<file path="src/rtl/txg_pkg.sv">
package txg_pkg;
   typedef enum logic [1:0] {
      ST_IDLE   = 2'd0,
      ST_TX     = 2'd1,
      ST_PAUSED = 2'd2,
      ST_RESUME = 2'd3
   } txg_state_e;

   localparam int unsigned FLAG_LO  = 0;
   localparam int unsigned FLAG_HI  = 1;
   localparam int unsigned FLAG_EN  = 2;
   localparam int unsigned NUM_FLAGS = 3;
endpackage

</file>
<file path="src/rtl/txg_flag_filter.sv">
module txg_flag_filter #(
   parameter int unsigned SYNC_STAGES = 2,
   parameter int unsigned HOLD_CYCLES = 4,
   parameter bit          RST_VAL     = 1'b0
) (
   input  logic clk,
   input  logic rst_n,
   input  logic raw,
   output logic filt
);
   localparam int unsigned CNT_W = (HOLD_CYCLES < 2) ? 1 : $clog2(HOLD_CYCLES);

   generate
      if (SYNC_STAGES < 2) begin : g_bad_sync
         $error("txg_flag_filter: SYNC_STAGES must be at least 2");
      end
      if (HOLD_CYCLES < 1) begin : g_bad_hold
         $error("txg_flag_filter: HOLD_CYCLES must be at least 1");
      end
   endgenerate

   logic [SYNC_STAGES-1:0] sync_q;
   logic                   sync_out;

   always_ff @(posedge clk or negedge rst_n) begin
      if (!rst_n) sync_q <= {SYNC_STAGES{RST_VAL}};
      else        sync_q <= {sync_q[SYNC_STAGES-2:0], raw};
   end
   assign sync_out = sync_q[SYNC_STAGES-1];

   generate
      if (HOLD_CYCLES == 1) begin : g_direct
         always_ff @(posedge clk or negedge rst_n) begin
            if (!rst_n) filt <= RST_VAL;
            else        filt <= sync_out;
         end
      end else begin : g_persist
         logic [CNT_W-1:0] run_cnt;
         always_ff @(posedge clk or negedge rst_n) begin
            if (!rst_n) begin
               filt    <= RST_VAL;
               run_cnt <= '0;
            end else if (sync_out == filt) begin
               run_cnt <= '0;
            end else if (run_cnt == CNT_W'(HOLD_CYCLES - 1)) begin
               filt    <= sync_out;
               run_cnt <= '0;
            end else begin
               run_cnt <= run_cnt + 1'b1;
            end
         end
      end
   endgenerate
endmodule

</file>
<file path="src/rtl/txg_pause_timer.sv">
module txg_pause_timer #(
   parameter int unsigned TMO_W = 16
) (
   input  logic             clk,
   input  logic             rst_n,
   input  logic             run,
   input  logic [TMO_W-1:0] limit,
   output logic             expired
);
   generate
      if (TMO_W < 1) begin : g_bad_w
         $error("txg_pause_timer: TMO_W must be at least 1");
      end
   endgenerate

   logic [TMO_W-1:0] cnt_q;
   logic             at_max;

   assign at_max = (cnt_q == {TMO_W{1'b1}});

   always_ff @(posedge clk or negedge rst_n) begin
      if (!rst_n)      cnt_q <= '0;
      else if (!run)   cnt_q <= '0;
      else if (!at_max) cnt_q <= cnt_q + 1'b1;
   end

   assign expired = run && (limit != '0) && (cnt_q == limit - 1'b1);
endmodule

</file>
<file path="src/rtl/txg_fsm.sv">
module txg_fsm
   import txg_pkg::*;
(
   input  logic clk,
   input  logic rst_n,
   input  logic tx_req,
   input  logic lo_f,
   input  logic hi_f,
   input  logic en_f,
   input  logic expired,
   output logic pausing,
   output logic amp_en,
   output logic mod_stall,
   output logic tx_active,
   output logic pause_err
);
   txg_state_e state_q, state_d;
   logic       armed_q;
   logic       cancel_tmo;

   assign cancel_tmo = (state_q == ST_PAUSED) && tx_req && expired;

   always_comb begin
      state_d = state_q;
      unique case (state_q)
         ST_IDLE:   if (tx_req && armed_q && !en_f) state_d = ST_TX;
         ST_TX: begin
            if (!tx_req)   state_d = ST_IDLE;
            else if (lo_f) state_d = ST_PAUSED;
         end
         ST_PAUSED: begin
            if (!tx_req || expired) state_d = ST_IDLE;
            else if (hi_f)          state_d = ST_RESUME;
         end
         ST_RESUME: state_d = tx_req ? ST_TX : ST_IDLE;
         default:   state_d = ST_IDLE;
      endcase
   end

   always_ff @(posedge clk or negedge rst_n) begin
      if (!rst_n) begin
         state_q   <= ST_IDLE;
         armed_q   <= 1'b1;
         pause_err <= 1'b0;
      end else begin
         state_q   <= state_d;
         pause_err <= cancel_tmo;
         if (!tx_req)         armed_q <= 1'b1;
         else if (cancel_tmo) armed_q <= 1'b0;
      end
   end

   assign pausing   = (state_q == ST_PAUSED);
   assign amp_en    = (state_q == ST_TX) || (state_q == ST_RESUME);
   assign mod_stall = (state_q == ST_PAUSED) || (state_q == ST_RESUME);
   assign tx_active = (state_q != ST_IDLE);
endmodule

</file>
<file path="src/rtl/txgate_ctrl.sv">
module txgate_ctrl
   import txg_pkg::*;
#(
   parameter int unsigned SYNC_STAGES = 2,
   parameter int unsigned HOLD_CYCLES = 4,
   parameter int unsigned TMO_W       = 16
) (
   input  logic             clk,
   input  logic             rst_n,
   input  logic             tx_req,
   input  logic             sup_below_lo,
   input  logic             sup_above_hi,
   input  logic             energy_short,
   input  logic [TMO_W-1:0] pause_limit,
   output logic             amp_en,
   output logic             mod_stall,
   output logic             tx_active,
   output logic             pause_err
);
   logic [NUM_FLAGS-1:0] raw_flags;
   logic [NUM_FLAGS-1:0] filt_flags;
   logic                 lo_filt, hi_filt, en_filt;
   logic                 pausing, expired;

   assign raw_flags[FLAG_LO] = sup_below_lo;
   assign raw_flags[FLAG_HI] = sup_above_hi;
   assign raw_flags[FLAG_EN] = energy_short;

   generate
      for (genvar gi = 0; gi < NUM_FLAGS; gi++) begin : g_flag
         txg_flag_filter #(
            .SYNC_STAGES (SYNC_STAGES),
            .HOLD_CYCLES (HOLD_CYCLES),
            .RST_VAL     (1'b0)
         ) u_filt (
            .clk  (clk),
            .rst_n(rst_n),
            .raw  (raw_flags[gi]),
            .filt (filt_flags[gi])
         );
      end
   endgenerate

   assign lo_filt = filt_flags[FLAG_LO];
   assign hi_filt = filt_flags[FLAG_HI];
   assign en_filt = filt_flags[FLAG_EN];

   txg_pause_timer #(.TMO_W(TMO_W)) u_timer (
      .clk    (clk),
      .rst_n  (rst_n),
      .run    (pausing),
      .limit  (pause_limit),
      .expired(expired)
   );

   txg_fsm u_fsm (
      .clk      (clk),
      .rst_n    (rst_n),
      .tx_req   (tx_req),
      .lo_f     (lo_filt),
      .hi_f     (hi_filt),
      .en_f     (en_filt),
      .expired  (expired),
      .pausing  (pausing),
      .amp_en   (amp_en),
      .mod_stall(mod_stall),
      .tx_active(tx_active),
      .pause_err(pause_err)
   );
endmodule

</file>
<file path="config.mk">
export PLATFORM = sky130hd
export DESIGN_NAME = txgate_ctrl
export DESIGN_NICKNAME = d
export VERILOG_FILES = /design/src/rtl/txg_pkg.sv /design/src/rtl/txg_flag_filter.sv /design/src/rtl/txg_pause_timer.sv /design/src/rtl/txg_fsm.sv /design/src/rtl/txgate_ctrl.sv
export SDC_FILE = /design/constraint.sdc
export NUM_CORES = 1
export LEC_CHECK = 0
export CAP_MARGIN = 30
export CORE_MARGIN = 3
export CORE_UTILIZATION = 59
export CTS_CLUSTER_SIZE = 40
export DETAILED_ROUTE_END_ITERATION = 10
export PLACE_DENSITY = 0.93
export REMOVE_ABC_BUFFERS = 1
export SLEW_MARGIN = 20
export SYNTH_ARGS = -nofsm -noshare
export SYNTH_HDL_FRONTEND = slang
export SYNTH_SLANG_ARGS = --single-unit
</file>
<file path="constraint.sdc">
create_clock -name clk -period 4.3 [get_ports clk]
set_clock_uncertainty 0.2 [all_clocks]
set_input_delay 0.645 -clock clk [delete_from_list [all_inputs] [get_ports clk]]
set_output_delay 0.645 -clock clk [all_outputs]
set_load 0.03 [all_outputs]
</file>
Word level (Yosys, flattened, before mapping). Index checks and enable logic that the tools add are counted.

Add/subtract/negate cells: 5. Reduce and logical (&&, ||, !) cells: 18. Bitwise gates (word level): 3. Equality and inequality tests: 16. Muxes and demuxes: 17.

Operators with widths (number): 16-bit 2-to-1 mux (2); 2-bit 2-to-1 mux (11); 16-bit by 1-bit adder with 16-bit output, second input constant (1); 16-bit equality test (1); 16-bit equality test, second input constant (1); 16-bit nonzero test (1); 16-bit by 1-bit subtractor with 16-bit output, second input constant (1); 2-bit equality test, second input constant (5); 2-bit case mux with 4 select lines (1); 2-bit by 1-bit adder with 2-bit output, second input constant (3); 1-bit logical AND (6); 2-bit AND reduction (3); 2-bit by 1-bit != test with 1-bit output, second input constant (2); 1-bit equality test (3); 1-bit logical OR (3); 1-bit 2-to-1 mux (3); 3-bit by 2-bit != test with 1-bit output, second input constant (1); 3-bit != test, second input constant (1); 1-bit NOT (3); 3-bit AND reduction (1); 2-bit by 1-bit equality test with 1-bit output, second input constant (1); 1-bit zero test (2); 2-bit zero test (1); 2-bit != test, second input constant (1); 2-bit nonzero test (1).

Flip-flop bits (word level): 35. Output and inout port bits: 4. Logic and storage cells: 72.

Depth between registers and ports, before layout. Gate-level depths: netlist (run 1).

Depth in word-level cells: 6. Depth in mapped cells: 8. Gate-level depth less buffers: 8.

Modules after synthesis. A second synthesis (run 1) with hierarchy kept.

Cell total of the unflattened synthesis: 226. Area total of the unflattened synthesis: 2173.3 um^2.

By module, submodules not included: txg_pause_timer (cells each 177, sequential area each 400.4 um^2, area an instance 1448.9 um^2, instances 1); txg_flag_filter (cells each 10, sequential area each 125.1 um^2, area an instance 173.9 um^2, instances 3); txg_fsm (cells each 19, sequential area each 101.3 um^2, area an instance 202.7 um^2, instances 1).

Worst setup path before layout (run 1). No wires, ideal clock.

Path type: input to register. Start point: in pause_limit[0]. End point: reg u_fsm.state_q[0]. Stages: 8. Required time: 3.969 ns. Setup slack: 1.812 ns. Library setup time: 0.131 ns. Buffers on the path: 0. Arrival: 2.158 ns. Cells stage by stage: inv_1 -> ha_1 -> nor3b_2 -> nand4_1 -> xnor2_1 -> a311o_1 -> o41ai_1 -> a21boi_1.

Word-level cells in the longest chain between the ends: 6. Elaborated cells on any way between the ends: 10.

Ends and longest elaborated chain: start: declaration (line txgate_ctrl.sv:14) `input logic [TMO_W-1:0] pause_limit,`; 16-bit by 1-bit subtractor with 16-bit output or 16-bit nonzero test (tied branches) (line txg_pause_timer.sv:27) `assign expired = run && (limit != '0) && (cnt_q == limit - 1'b1);`; 16-bit equality test or 1-bit logical AND (tied branches) (line txg_pause_timer.sv:27); 1-bit logical AND (*) (line txg_pause_timer.sv:27); 1-bit logical OR (*) (line txg_fsm.sv:32) `if (!tx_req || expired) state_d = ST_IDLE;`; 2-bit 2-to-1 mux or 3-bit by 2-bit != test with 1-bit output (tied branches); 2-bit case mux with 4 select lines or 3-bit AND reduction (tied branches); end signal: assignment (line txg_fsm.sv:46) `state_q <= state_d;`; end: declaration (line txg_fsm.sv:17) `txg_state_e state_q, state_d;`.

Mark *: on every way between the ends. The rest lies on a longest branch, timed or not. A chain may end at the register's enable or synchronous reset.

Worst setup path in the final report (run 1).
Start point: in pause_limit[0]. End point: reg u_fsm.pause_err.

Word-level cells in the longest chain between the ends: 4. Elaborated cells on any way between the ends: 6.

Ends and longest elaborated chain: 16-bit by 1-bit subtractor with 16-bit output or 16-bit nonzero test (tied branches) (line txg_pause_timer.sv:27); 16-bit equality test or 1-bit logical AND (tied branches) (line txg_pause_timer.sv:27); 1-bit logical AND (*) (line txg_pause_timer.sv:27); 1-bit logical AND (*) (line txg_fsm.sv:21) `assign cancel_tmo = (state_q == ST_PAUSED) && tx_req && expired;`; via u_fsm.cancel_tmo (line txg_fsm.sv:19) `logic cancel_tmo;`; end signal: assignment (line txg_fsm.sv:47) `pause_err <= cancel_tmo;`; end: declaration (line txg_fsm.sv:15) `output logic pause_err`.

Mark *: on every way through the listed nets, which the timed path passes. The rest lies on a longest branch.

==> results of run 1 <==
## layer usage
layer | up-vias | GRT usage, % | share of wire, %
met4 | 0 | 9.07 | 2.3
met1 | 809 | 30.0 | 45
met5 | - | 0 | 0
met3 | 10 | 4.51 | 4.8
li1 | 796 | - | -
met2 | 47 | 38.8 | 48
## state kept, by name, indices dropped and copies added, names as in the netlist
register and flops:
u_fsm.armed_q 1, u_fsm.state_q 2, u_timer.cnt_q 16, g_flag.u_filt.sync_q 6
g_flag.u_filt.g_persist.run_cnt 6, g_flag.u_filt.filt 3, u_fsm.pause_err 1
## area by class of cell
class,count,area (um2),share of cell area (%)
Clock buffer,6,41.3,1.73
Clock inverter,2,12.5,0.523
Inverter,6,22.5,0.942
Multi-Input combinational cell,160,1120,47.0
Sequential cell,35,877,36.7
Tap cell,44,55.1,2.30
Timing Repair Buffer,26,258,10.8
## worst paths after layout
kind                                                       from                              endpoint  slack, ps  cells past startpoint
max                                              pause_limit[0]             u_fsm.pause_err$_DFF_PN0_       1360                      9
min                        g_flag[0].u_filt.sync_q[0]$_DFF_PN0_  g_flag[0].u_filt.sync_q[1]$_DFF_PN0_        160                      0
max reg2reg                        u_fsm.state_q[0]$_DFFE_PN0P_             u_fsm.pause_err$_DFF_PN0_       2070                      5
min reg2reg                g_flag[0].u_filt.sync_q[0]$_DFF_PN0_  g_flag[0].u_filt.sync_q[1]$_DFF_PN0_        160                      0
max in group asynchronous                                 rst_n             u_fsm.armed_q$_DFFE_PN1P_       3070                      2
min in group asynchronous                                 rst_n     g_flag[0].u_filt.filt$_DFFE_PN0P_        490                      2
## power by group
group | internal (uW) | switching (uW) | total [uW]
Combinational | 115 | 115 | 230
Clock | 63.0 | 109 | 172
Sequential | 378 | 37.8 | 415
## Yosys cell counts, types with 2 or more instances
cell type	number
dfrtp_1	34
nor2_1	24
xnor2_1	22
nand3_1	14
xor2_1	14
nor3_1	10
nand4_1	7
clkbuf_1	6
ha_1	6
inv_1	6
nand2_1	6
nand3b_1	4
nor2b_1	4
a21oi_1	3
and2_1	3
mux2_2	3
nand2b_1	3
o2111ai_1	3
a21boi_1	2
a31oi_1	2
mux2i_1	2
nor4_1	2
o21ai_0	2
o41ai_1	2
or4_1	2
## critical path: stages
cell and delay, ps:
clkdlybuf4s50_1 510, inv_1 120, ha_1 210, nor3b_2 390, nand4_1 180, xnor2_1 160, a311o_1 330, nor4_1 320
and2_1 180
## cells by family after synthesis
kind of cell    share of synthesized area [%]
simple gates                             25.1
flops                                    42.7
fa+ha+maj                                3.65
xor+xnor                                 15.3
compound gates                           8.04
buf+inv                                  2.56
mux                                      2.62
## through the flow
stage / utilization, % / setup slack (ps)
floorplan: - / 1810
global placement: 73.5 / 1140
detailed placement: 73.5 / 1030
CTS: 75.2 / 1410
global route: 75.2 / 1230
finish: 75.2 / 1360
==> flow_summary.yaml, run 1 <==
status:
  status: "finished clean"
synth:
  netlist.area_leader.share_pct: 41.4
  synth-seq-cells: 35
  synth.area.top_cells: "dfrtp_1 41%, xnor2_1 9.4%, xor2_1 6.0%"
  synth-main-ff-cell: "dfrtp_1"
  ys_seq_area_share_pct: 42.7
  synth-edff-count: 0
  async_flop_share_pct: 100
  synth_cell_types: 47
  netlist_area_mm2: 0.00205
  synth_top_cell_by_area: "dfrtp_1"
  ys.warnings.count: 0
  avgSynthCellArea_um2: 9.88
  syn_inst: 208
sta:
  rsz0062_at_grt: "false"
  period_share_pct: 68.3
  fmax_mhz: 340
  worst_pin_slew_ps: 696
  tns_ps: 0
  drv_slew: 0
  setup_viol: 0
  min_period_ps: 2940
  relSlewSlack_pct: 53.6
  hold_ws_ps: 157
  hold_viol_final: 0
final_layout:
  layout_commonest_cell: "dfrtp_1"
  final_area_mm2: 0.00239
  fillers: 221
  instances_no_fill: 279
  num_antenna_cells: 0
  area_growth_pct: 16.4
  mostFrequentLayoutCells: "34 x dfrtp_1, 25 x clkdlybuf4s50_1, 24 x nor2_1, 22 x xnor2_1"
  drive_gt1_share_pct: 8.51
  final_nets: 262
clock_tree:
  ctsHoldBuffers: 0
  postCtsSetupRepairBufs: 0
  tritoncts: "done"
  htreeDepth: 2
  cts_resized: 0
  clkSinkCount: 35
  clock_path_buffers: 2
  clk_pin_slew_ps: 120
  insertion_delay_ps: 350
  cts_root_buf: "clkbuf_4"
  cts_buffers: 5
grt:
  grt_pass1_vias: 1654
  grt_max_degree: 36
  grt.total_usage_pct: 23.3
  grt_pass1_wl_mm: 7.62
  antenna_found_initial: 0
  grt_overflow_total: 0
worst_setup_path:
  path_max_fanout: 7
  worstSetupPathType: "primary input to register"
  critPathArrivalTime_ps: 3040
  end_kind: "register"
  required_ps: 4400
  crit_path_start_kind: "primary input"
route:
  first_iter_violations: 126
  wl_mm: 4.38
  ant_nets: 0
  dr.pass1.iters: 4
  wl_per_cell_um: 15.7
  vias: 1662
  routed_via_density: 5.96
  drc: 0
job:
  max-cap-violations: 0
floorplanning:
  die_x_um: 65.0
  io_pins: 26
  core_area_mm2: 0.00318
  core.rowCount: 20
  initial_core_util_pct: 64.6
  die_area_mm2: 0.00423
  dieHeight_um: 65.0
power:
  fin_total_pwr_uw: 817
  p_leak_uw: 0.000958
  p_per_area_mw_per_mm2: 342
  ir_drop_uv: 254
place:
  io_buffers: 25
  gp_congestion: 0.930
  post-place-cells: 271
  dpl_cell_area_mm2: 0.00234
  dp_hpwl_mm: 3.28
min_path:
  min-delay-path-class: "register to register"
No activity file was read; power rests on OpenSTA's default activity.
==> run 2, diff against run 1 <==
Settings changed: CORE_UTILIZATION 59 to 55, PLACE_DENSITY 0.93 to 0.88.
Clock period 4.3 ns to 2.85 ns, I/O delays scaled along.
==> run 2 against run 1 <==
  * Non-clock buffer count is 9 higher
  * Final cell count grew 3.9%
  * Sequential share of layout area shrank 1.5 points
  * Sequential cell count is the same
  * Routed wire length fell by 7.4%
  * Critical endpoint unchanged
  * Highest routed layer unchanged
  * Utilization down 3.4 points
  * Clock power increased by 100%
  * Largest cell class unchanged
  * Register-to-register slack got worse by 1300 ps
  * Total power grew 63%
==> flow_summary.yaml, run 2 (synthesis results as in run 1) <==
power:
  ir_drop_uv: 310
  fin_total_pwr_uw: 1330
  p_per_area_mw_per_mm2: 533
  p_leak_uw: 0.00102
final_layout:
  layout_commonest_cell: "dfrtp_1"
  seqCellArea_um2: 877
  multi_input_area_mm2: 0.00112
  final_nets: 271
  mostFrequentLayoutCells: "34 x dfrtp_1, 25 x clkdlybuf4s50_1, 24 x nor2_1, 22 x xnor2_1"
  drive_gt1_share_pct: 11.9
  largest_reg_flops: 16
  area_growth_pct: 21.3
  largestRegisters: "u_timer.cnt_q: 16 flops, g_flag.u_filt.g_persist.run_cnt: 6 flops, g_flag.u_filt.sync_q: 6 flops"
  fillers: 266
  num_antenna_cells: 0
  instances_no_fill: 290
  regMostFlops: "u_timer.cnt_q"
grt:
  grt_pass1_wl_mm: 6.62
  grt_overflow_total: 0
  antenna_found_initial: 0
  grt.total_usage_pct: 19.5
  grt_max_degree: 36
  grt_pass1_vias: 1489
sta:
  worst_pin_slew_ps: 555
  relSlewSlack_pct: 63.0
  period_share_pct: 88.6
  min_period_ps: 2520
  fmax_mhz: 396
  hold_viol_final: 0
  setup_viol: 0
  drv_slew: 0
  rsz0062_at_grt: "false"
worst_setup_path:
  critPathArrivalTime_ps: 2550
  worst-r2r-cell-count: 6
  worstSetupPathType: "primary input to register"
  path_max_fanout: 4
  required_ps: 2880
  end_kind: "register"
  crit_path_start_kind: "primary input"
floorplanning:
  die_x_um: 67.1
  die_area_mm2: 0.00450
  initial_core_util_pct: 59.2
  core.rowCount: 21
  core_area_mm2: 0.00347
  dieHeight_um: 67.1
  io_pins: 26
route:
  ant_nets: 0
  wl_mm: 4.06
  dr.pass1.iters: 4
  routed_via_density: 5.71
  wl_per_cell_um: 14.0
  first_iter_violations: 128
  drc: 0
  vias: 1657
clock_tree:
  cts_buffers: 5
  ctsHoldBuffers: 0
  clock_path_buffers: 2
  cts_root_buf: "clkbuf_8"
  htreeDepth: 2
  clkSinkCount: 35
  insertion_delay_ps: 290
  cts_resized: 0
  postCtsSetupRepairBufs: 0
  clk_pin_slew_ps: 70
  tritoncts: "done"
place:
  dp_hpwl_mm: 3.14
  io_buffers: 25
  post-place-cells: 282
  gp_congestion: 0.867
status:
  status: "finished clean"
min_path:
  min-delay-path-class: "register to register"
  holdPathStages: 0
job:
  max-cap-violations: 0
==> run 2: critical path, stage by stage <==
cell and delay (ps):
clkdlybuf4s50_1 450, inv_1 100, ha_1 200, nor3b_2 280
nand4_1 150, xnor2_1 160, a311o_1 310, nor4_1 300
and2_1 180
==> run 2: final timing paths <==
| path | startpoint | end | slack (ps) |
|---|---|---|---|
| min in group asynchronous | rst_n | g_flag[2].u_filt.sync_q[1]$_DFF_PN0_ | 340 |
| max in group asynchronous | rst_n | u_fsm.armed_q$_DFFE_PN1P_ | 1780 |
| max reg2reg | u_timer.cnt_q[11]$_DFFE_PN0P_ | u_fsm.pause_err$_DFF_PN0_ | 780 |
| max | pause_limit[0] | u_fsm.pause_err$_DFF_PN0_ | 330 |
| min | g_flag[0].u_filt.sync_q[0]$_DFF_PN0_ | g_flag[0].u_filt.sync_q[1]$_DFF_PN0_ | 150 |
| min reg2reg | g_flag[0].u_filt.sync_q[0]$_DFF_PN0_ | g_flag[0].u_filt.sync_q[1]$_DFF_PN0_ | 150 |
==> run 2: area by class of cell <==
type	count	share of cell area (%)
clock buffer	6	2.91
multi-input combinational	160	45.1
inverter	6	0.904
clock inverter	2	0.502
sequential	35	35.2
tap	46	2.31
timing repair buffer	35	13.1
==> run 2: power by group <==
part	total [uW]	switching [uW]	internal (uW)
Combinational	354	171	183
Sequential	626	55.8	571
Clock	348	177	171
Total	1330	404	924
==> run 2: layer usage <==
layer  track usage [%]  wire length, um
met3              3.20              189
met1              27.0             1900
met2              30.1             1890
met4              8.35               75
met5                 0                0
==> run 2: per-stage QoR <==
stage	utilization, %	instance area [um2]	setup TNS (ps)	hold WS (ps)	worst slack, ps
global route	71.9	2490	0	152	109
floorplan	-	2020	0	-68.1	579
CTS	71.9	2490	0	150	313
detailed placement	69.4	2410	-12.1	135	-12.1
finish	71.9	2490	0	151	326
global placement	69.4	2410	0	131	63.6
==> run 3, diff against run 2 <==
Settings changed: SKIP_LAST_GASP from default to 1.
==> results of run 3 <==
No change in the layout: final DEF, timing and power equal those of run 2.
